**config.mk**
```make
export PLATFORM = sky130hd
export DESIGN_NAME = psram_top
export DESIGN_NICKNAME = d
export VERILOG_FILES = /design/src/rtl/psram_pkg.sv /design/src/rtl/psram_burst.sv /design/src/rtl/psram_wdec.sv /design/src/rtl/psram_array.sv /design/src/rtl/psram_top.sv
export SDC_FILE = /design/constraint.sdc
export NUM_CORES = 2
export LEC_CHECK = 0
export BUFFER_PORTS_ARGS = -buffer_cell sky130_fd_sc_hd__buf_2
export CORE_ASPECT_RATIO = 0.8
export CORE_MARGIN = 1
export CORE_UTILIZATION = 45
export DETAILED_ROUTE_END_ITERATION = 10
export REMOVE_ABC_BUFFERS = 1
export SYNTH_ARGS = -nofsm -noshare
export SYNTH_HDL_FRONTEND = slang
export SYNTH_MEMORY_MAX_BITS = 65536
export SYNTH_SLANG_ARGS = --single-unit
export TNS_END_PERCENT = 100
```
**constraint.sdc**
```tcl
create_clock -name clk -period 5.5 [get_ports clk]
set_input_delay 0.55 -clock clk [delete_from_list [all_inputs] [get_ports clk]]
set_output_delay 0.55 -clock clk [all_outputs]
set_load 0.005 [all_outputs]
```
**src/rtl/psram_pkg.sv**
```systemverilog
package psram_pkg;
    localparam int LANES  = 2;
    localparam int LANE_W = 9;
    localparam int WORD_W = LANES * LANE_W;
    localparam int CNT_W  = 2;

    typedef logic [CNT_W-1:0]  bcnt_t;
    typedef logic [LANES-1:0]  lanes_t;
    typedef logic [WORD_W-1:0] word_t;

    typedef enum logic {
        ORD_LINEAR     = 1'b0,
        ORD_INTERLEAVE = 1'b1
    } order_e;

    typedef struct packed {
        logic   acc;
        logic   wr;
        lanes_t lanes;
    } req_t;

    function automatic bcnt_t burst_low(input bcnt_t base, input bcnt_t step, input order_e ord);
        bcnt_t r;
        if (ord == ORD_INTERLEAVE) r = base ^ step;
        else                       r = base + step;
        return r;
    endfunction
endpackage

```
**src/rtl/psram_burst.sv**
```systemverilog
module psram_burst
    import psram_pkg::*;
#(
    parameter int AW = 8
) (
    input  logic          clk,
    input  logic          rst,
    input  logic          hold,
    input  logic          ld,
    input  logic          sel,
    input  logic          adv,
    input  logic [AW-1:0] addr_i,
    input  logic          mode,
    output logic          acc_o,
    output logic [AW-1:0] addr_o
);
    logic          active;
    logic [AW-1:0] base;
    bcnt_t         cnt;
    bcnt_t         cnt_nx;
    order_e        ord;

    assign ord    = order_e'(mode);
    assign cnt_nx = cnt + bcnt_t'(1);

    always_comb begin
        acc_o = 1'b0;
        addr_o = addr_i;
        if (!hold) begin
            if (ld) begin
                acc_o = sel;
            end else if (adv && active) begin
                acc_o = 1'b1;
                addr_o = {base[AW-1:CNT_W], burst_low(base[CNT_W-1:0], cnt_nx, ord)};
            end
        end
    end

    always_ff @(posedge clk) begin
        if (rst) begin
            active <= 1'b0;
            base   <= '0;
            cnt    <= '0;
        end else if (!hold) begin
            if (ld) begin
                active <= sel;
                base   <= addr_i;
                cnt    <= '0;
            end else if (adv && active) begin
                cnt <= cnt_nx;
            end
        end
    end


    idle_adv_chk: assert property (@(posedge clk) disable iff (rst)
        (!hold && !ld && adv && !active) |=> ($stable(cnt) && !active));


    cnt_step_chk: assert property (@(posedge clk) disable iff (rst)
        (!hold && !ld && adv && active) |=> (cnt == $past(cnt) + bcnt_t'(1)));


    burst_hold_chk: assert property (@(posedge clk) disable iff (rst)
        hold |=> ($stable(cnt) && $stable(base) && $stable(active)));
endmodule

```
**src/rtl/psram_wdec.sv**
```systemverilog
module psram_wdec
    import psram_pkg::*;
(
    input  logic   gw_n,
    input  logic   bwe_n,
    input  lanes_t be_n,
    output lanes_t lanes
);
    for (genvar l = 0; l < LANES; l++) begin : g_lane
        assign lanes[l] = !gw_n || (!bwe_n && !be_n[l]);
    end
endmodule

```
**src/rtl/psram_array.sv**
```systemverilog
module psram_array
    import psram_pkg::*;
#(
    parameter int AW = 8
) (
    input  logic          clk,
    input  logic          we,
    input  lanes_t        lanes,
    input  logic [AW-1:0] waddr,
    input  word_t         wdata,
    input  logic          re,
    input  logic [AW-1:0] raddr,
    output word_t         rdata
);
    localparam int DEPTH = 1 << AW;

    for (genvar l = 0; l < LANES; l++) begin : g_lane
        logic [LANE_W-1:0] mem [DEPTH];
        logic [LANE_W-1:0] rd_q;

        always_ff @(posedge clk) begin
            if (we && lanes[l]) mem[waddr] <= wdata[l*LANE_W +: LANE_W];
            if (re) rd_q <= mem[raddr];
        end

        assign rdata[l*LANE_W +: LANE_W] = rd_q;
    end
endmodule

```
**src/rtl/psram_top.sv**
```systemverilog
module psram_top
    import psram_pkg::*;
#(
    parameter int AW = 8
) (
    input  logic              clk,
    input  logic              rst,
    input  logic [AW-1:0]     addr,
    input  logic              cs1_n,
    input  logic              cs2,
    input  logic              cs3_n,
    input  logic              ld,
    input  logic              adv,
    input  logic              gw_n,
    input  logic              bwe_n,
    input  logic [LANES-1:0]  be_n,
    input  logic              mode,
    input  logic              oe_n,
    input  logic              zz,
    input  logic [WORD_W-1:0] din,
    output logic [WORD_W-1:0] dout,
    output logic              dout_en
);
    logic          sel;
    logic          acc;
    logic [AW-1:0] acc_addr;
    lanes_t        lanes;
    req_t          req_q;
    logic [AW-1:0] addr_q;
    word_t         din_q;
    logic          vld_q;
    word_t         rdata;

    assign sel = !cs1_n && cs2 && !cs3_n;

    psram_burst #(.AW(AW)) u_burst (
        .clk(clk), .rst(rst), .hold(zz), .ld(ld), .sel(sel), .adv(adv),
        .addr_i(addr), .mode(mode), .acc_o(acc), .addr_o(acc_addr)
    );

    psram_wdec u_wdec (
        .gw_n(gw_n), .bwe_n(bwe_n), .be_n(be_n), .lanes(lanes)
    );

    always_ff @(posedge clk) begin
        if (rst) begin
            req_q  <= '0;
            addr_q <= '0;
            din_q  <= '0;
        end else if (!zz) begin
            req_q.acc   <= acc;
            req_q.wr    <= acc && (lanes != '0);
            req_q.lanes <= lanes;
            addr_q      <= acc_addr;
            din_q       <= din;
        end
    end

    psram_array #(.AW(AW)) u_array (
        .clk(clk), .we(req_q.wr && !zz), .lanes(req_q.lanes), .waddr(addr_q),
        .wdata(din_q), .re(req_q.acc && !req_q.wr && !zz), .raddr(addr_q),
        .rdata(rdata)
    );

    always_ff @(posedge clk) begin
        if (rst)      vld_q <= 1'b0;
        else if (!zz) vld_q <= req_q.acc && !req_q.wr;
    end

    assign dout    = rdata;
    assign dout_en = vld_q && !oe_n && !zz;


    rst_clear_chk: assert property (@(posedge clk) $past(rst) |-> !vld_q);


    desel_chk: assert property (@(posedge clk) disable iff (rst)
        (!zz && !req_q.acc) |=> !vld_q);


    wr_lane_chk: assert property (@(posedge clk) disable iff (rst)
        req_q.wr |-> (req_q.lanes != '0));


    sleep_hold_chk: assert property (@(posedge clk) disable iff (rst)
        zz |=> ($stable(vld_q) && $stable(dout) && $stable(req_q) && $stable(addr_q)));


    oe_gate_chk: assert property (@(posedge clk) disable iff (rst)
        oe_n |-> !dout_en);
endmodule

```
==> results.yml <==
worst_setup_path:
  path_cells: "buf_4 > buf_4 > mux4_2 > a22oi_1 > a21oi_1 > o41ai_2 > buf_4 > nand4_1"
  crit_arrival_ns: 5.64
  crit_fanout: 53
  path_depth: 8
  worstPathRequired_ns: 6.21
  critPathKind: "flip-flop to flip-flop"
  reg2reg_from: "addr_q[1]"
  critPathMaxStageDelay_ns: 0.98
  setup.worst_path.end: "u_array.g_lane[1].rd_q[0]"
  rrSetupSlack_ns: 0.57
  rr_endpoint: "u_array.g_lane[1].rd_q[0]"
  cp-end-kind: "flip-flop"
  slowest_stage: "dfxtp_4"
  crit_top_cell: "buf_4"
  start_kind: "flip-flop"
  setup.worst_path.start: "addr_q[1]"
  cp_top_family: "compound AO/OA/AOI/OAI gates"
  worstRegToRegCells: 8
  path_buf_inv: 3
timing:
  fin_crit_sh_pct: 89.6
  setup_violations: 0
  period_needed_ns: 4.93
  maxSlewViolCount: 0
  skew_ns: 0.0727
  relSlewSlack_pct: 5.96
  setup_tns_ns: 0
  fmax_ghz: 0.203
  rsz0062_at_grt: "no"
  hold_violations: 0
  tightest_slew_ns: 1.40
detailed_routing:
  wl_um: 456000
  drt-vias-per-instance: 6.14
  dr.pass1.iters: 6
  drt_iter0_markers: 11100
  route.detailed.wl_per_inst_um: 32.4
  ant_nets: 0
  vias: 86500
  drc: 0
power:
  power_frac_comb_pct: 4.5
  ir_worst_vdd_v: 0.000299
  p_int_mw: 57.1
  p_clk_share_pct: 41.4
  p_total_mw: 72.7
  p_leak_nw: 58.8
  switchingPower_mw: 15.6
  sw_frac_of_total_pct: 21.5
  seqPwrFrac_pct: 54.1
  p_per_area_nw_per_um2: 361
grt:
  grt_max_degree: 193
  grt_pass1_vias: 86300
  grt_overflow: 0
  grt_pass1_wl_um: 649000
  grt_use_total_pct: 22.6
  antenna_found_initial: 21
yosys:
  ys_ff_latch: 4668
  synth_top_area_share_pct: 78.3
  seq_area_frac_synth_pct: 78.8
  synthesis.area_um2: 177000
  syn_inst: 8018
  synthTopCellsByArea: "edfxtp_1 78%, mux4_2 15%, a22oi_1 2.4%"
  yosysTopAreaCell: "edfxtp_1"
  syn_area_per_cell_um2: 22.1
  yosys_warnings: 0
  synth_cell_type_count: 33
clock_tree:
  cts_setup_buffers: 0
  ctsRootBufferMaster: "clkbuf_16"
  clock_latency_ns: 1.03
  htree_levels: 5
  clkTransAtPathRegs_ns: 0.06
  cts_buffers: 447
  clockBufferDepth: 4
  clock_sink_count: 4668
  cts_tree: "built"
job:
  cap_violations: 0
cells_and_area:
  syn_to_final_growth_pct: 13.4
  drive_gt1_share_pct: 26.6
  layout.nets: 8556
run_status:
  status: "finished, final reports clean"
floorplan:
  die-area_um2: 397000
  rows: 205
  ios: 59
  start_util_pct: 45.4
  core_area_um2: 391000
  fp.dieH_um: 564
  fp.dieW_um: 704
placement:
  io_buffers: 58
  dp_hpwl_um: 266000
  gp_congestion: 0.814
worst_hold_path:
  holdCritPathClass: "input port to flip-flop"
-- cells in the mapped netlist --
master	count
a21oi_1	313
xnor2_1	3
nand3b_1	1
nor2_1	559
inv_1	2
nand3_1	4
edfxtp_1	4626
o41ai_1	72
nor3b_1	3
nand4_1	18
nand2_1	71
or2_2	1
and2_1	2
o21ai_0	4
or4_1	1
o211ai_1	1
nand2b_1	4
a211oi_1	1
dfxtp_1	42
mux2i_1	25
a31oi_1	1
buf_2	99
mux4_2	1152
a21boi_0	1
buf_4	24
buf_1	47
nor2b_1	8
or3_1	1
ha_1	1
a21o_1	1
clkbuf_1	346
a22oi_1	576
buf_6	8
-- state kept, by name (all words and copies together) (netlist names) --
signal / count
req_q: 4
addr_q: 8
u_burst.active: 1
u_burst.base: 8
u_burst.cnt: 2
u_array.g_lane.mem: 4608
vld_q: 1
din_q: 18
u_array.g_lane.rd_q: 18
-- final cells by class --
type                            count  area, µm²
Sequential cell                  4668     140000
Timing Repair Buffer              572       4910
Tap cell                         5175       6470
Clock buffer                      541      11700
Multi-Input combinational cell   2824      35800
Antenna cell                        8       20.0
Inverter                            2       7.51
Fill cell                       29900     190000
Clock inverter                    291       2510
-- power groups by stage --
stage | clock network, mW | logic, mW | registers [mW]
after floorplan | 0 | 4.77 | 40.7
after global placement | 0 | 3.20 | 40.1
after detailed placement | 0 | 3.24 | 40.1
after CTS | 30.5 | 3.27 | 39.3
after global routing | 31.7 | 3.40 | 39.3
final | 30.1 | 3.24 | 39.3
-- cell usage in the layout, fill, tap and decap left out, types with 8 or more instances in the layout --
cell type / netlist / final
nand4_1: 18 / 18
inv_6: 0 / 11
clkbuf_1: 346 / 85
a22oi_1: 576 / 576
buf_4: 24 / 422
edfxtp_1: 4626 / 4626
mux4_2: 1152 / 1152
buf_12: 0 / 53
clkinv_1: 0 / 129
clkbuf_16: 0 / 452
dfxtp_4: 0 / 20
o41ai_2: 0 / 19
o41ai_1: 72 / 53
nand2_4: 0 / 13
bufinv_16: 0 / 35
clkinv_2: 0 / 87
nand2_1: 71 / 58
mux2i_1: 25 / 25
dfxtp_1: 42 / 22
dlygate4sd3_1: 0 / 39
a21oi_1: 313 / 313
buf_2: 99 / 58
clkinv_8: 0 / 8
diode_2: 0 / 8
nor2_1: 559 / 557
-- through the flow --
stage / instance area [µm²] / util, % / worst slack [ns] / hold WS, ns / instances
floorplan: 175000 / - / -61.83 / 0.430 / 7494
global placement: 187000 / 47.7 / 0.524 / 0.443 / 13200
detailed placement: 187000 / 47.7 / 0.506 / 0.447 / 13200
CTS: 201000 / 51.4 / 0.542 / 0.0490 / 14100
global route: 201000 / 51.4 / 0.273 / 0.113 / 14100
finish: 201000 / 51.4 / 0.571 / 0.129 / 14100
-- worst min-delay path by stage --
stage                          from               to  cells past startpoint  slack, ns
CTS                             rst        din_q[13]                      3       0.05
detailed placement  u_burst.base[2]  u_burst.base[2]                      2       0.45
global placement    u_burst.base[2]  u_burst.base[2]                      2       0.44
global route                    rst        din_q[13]                      3       0.11
floorplan           u_burst.base[2]  u_burst.base[2]                      2       0.43
finish                          rst        din_q[13]                      3       0.13
-- layer usage --
metal	up-vias	share of wire [%]	routed length, µm	GRT usage (%)
li1	35100	-	-	-
met1	46900	42	192000	33.6
met2	3873	46	212000	34.7
met3	610	8.9	40700	4.47
met4	4	2.6	11800	5.68
met5	-	0.0050	23	0
-- worst register-to-register path, delay by kind of cell, from the launching register on --
kind / cells / cell delay, ns
buf+inv: 3 / 1.58
compound gates: 3 / 1.59
simple gates: 1 / 0.09
mux: 1 / 0.43
flops: 1 / 0.98
-- cell families (layout without fill, tap and decap cells) --
group                    count (synthesis)  in the layout  share of synthesized area [%]
AND/OR/NAND/NOR                        673            673                           1.48
adder cells (fa/ha/maj)                  1              1                        0.00705
multiplexers                          1177           1177                           14.8
XOR/XNOR                                 3              3                         0.0148
other                                    0              8                              0
buffers and inverters                  526           1406                           1.27
AO/OA/AOI/OAI                          970            970                           3.71
flip-flops                            4668           4668                           78.8
-- what timing repair did --
item / CTS / global route
hold endpoints to repair: 35 / 0
gates resized for setup: 0 / 0
endpoints found under the setup margin: 0 / 0
hold buffers: 39 / 0
(Power assumes the default switching activity.)
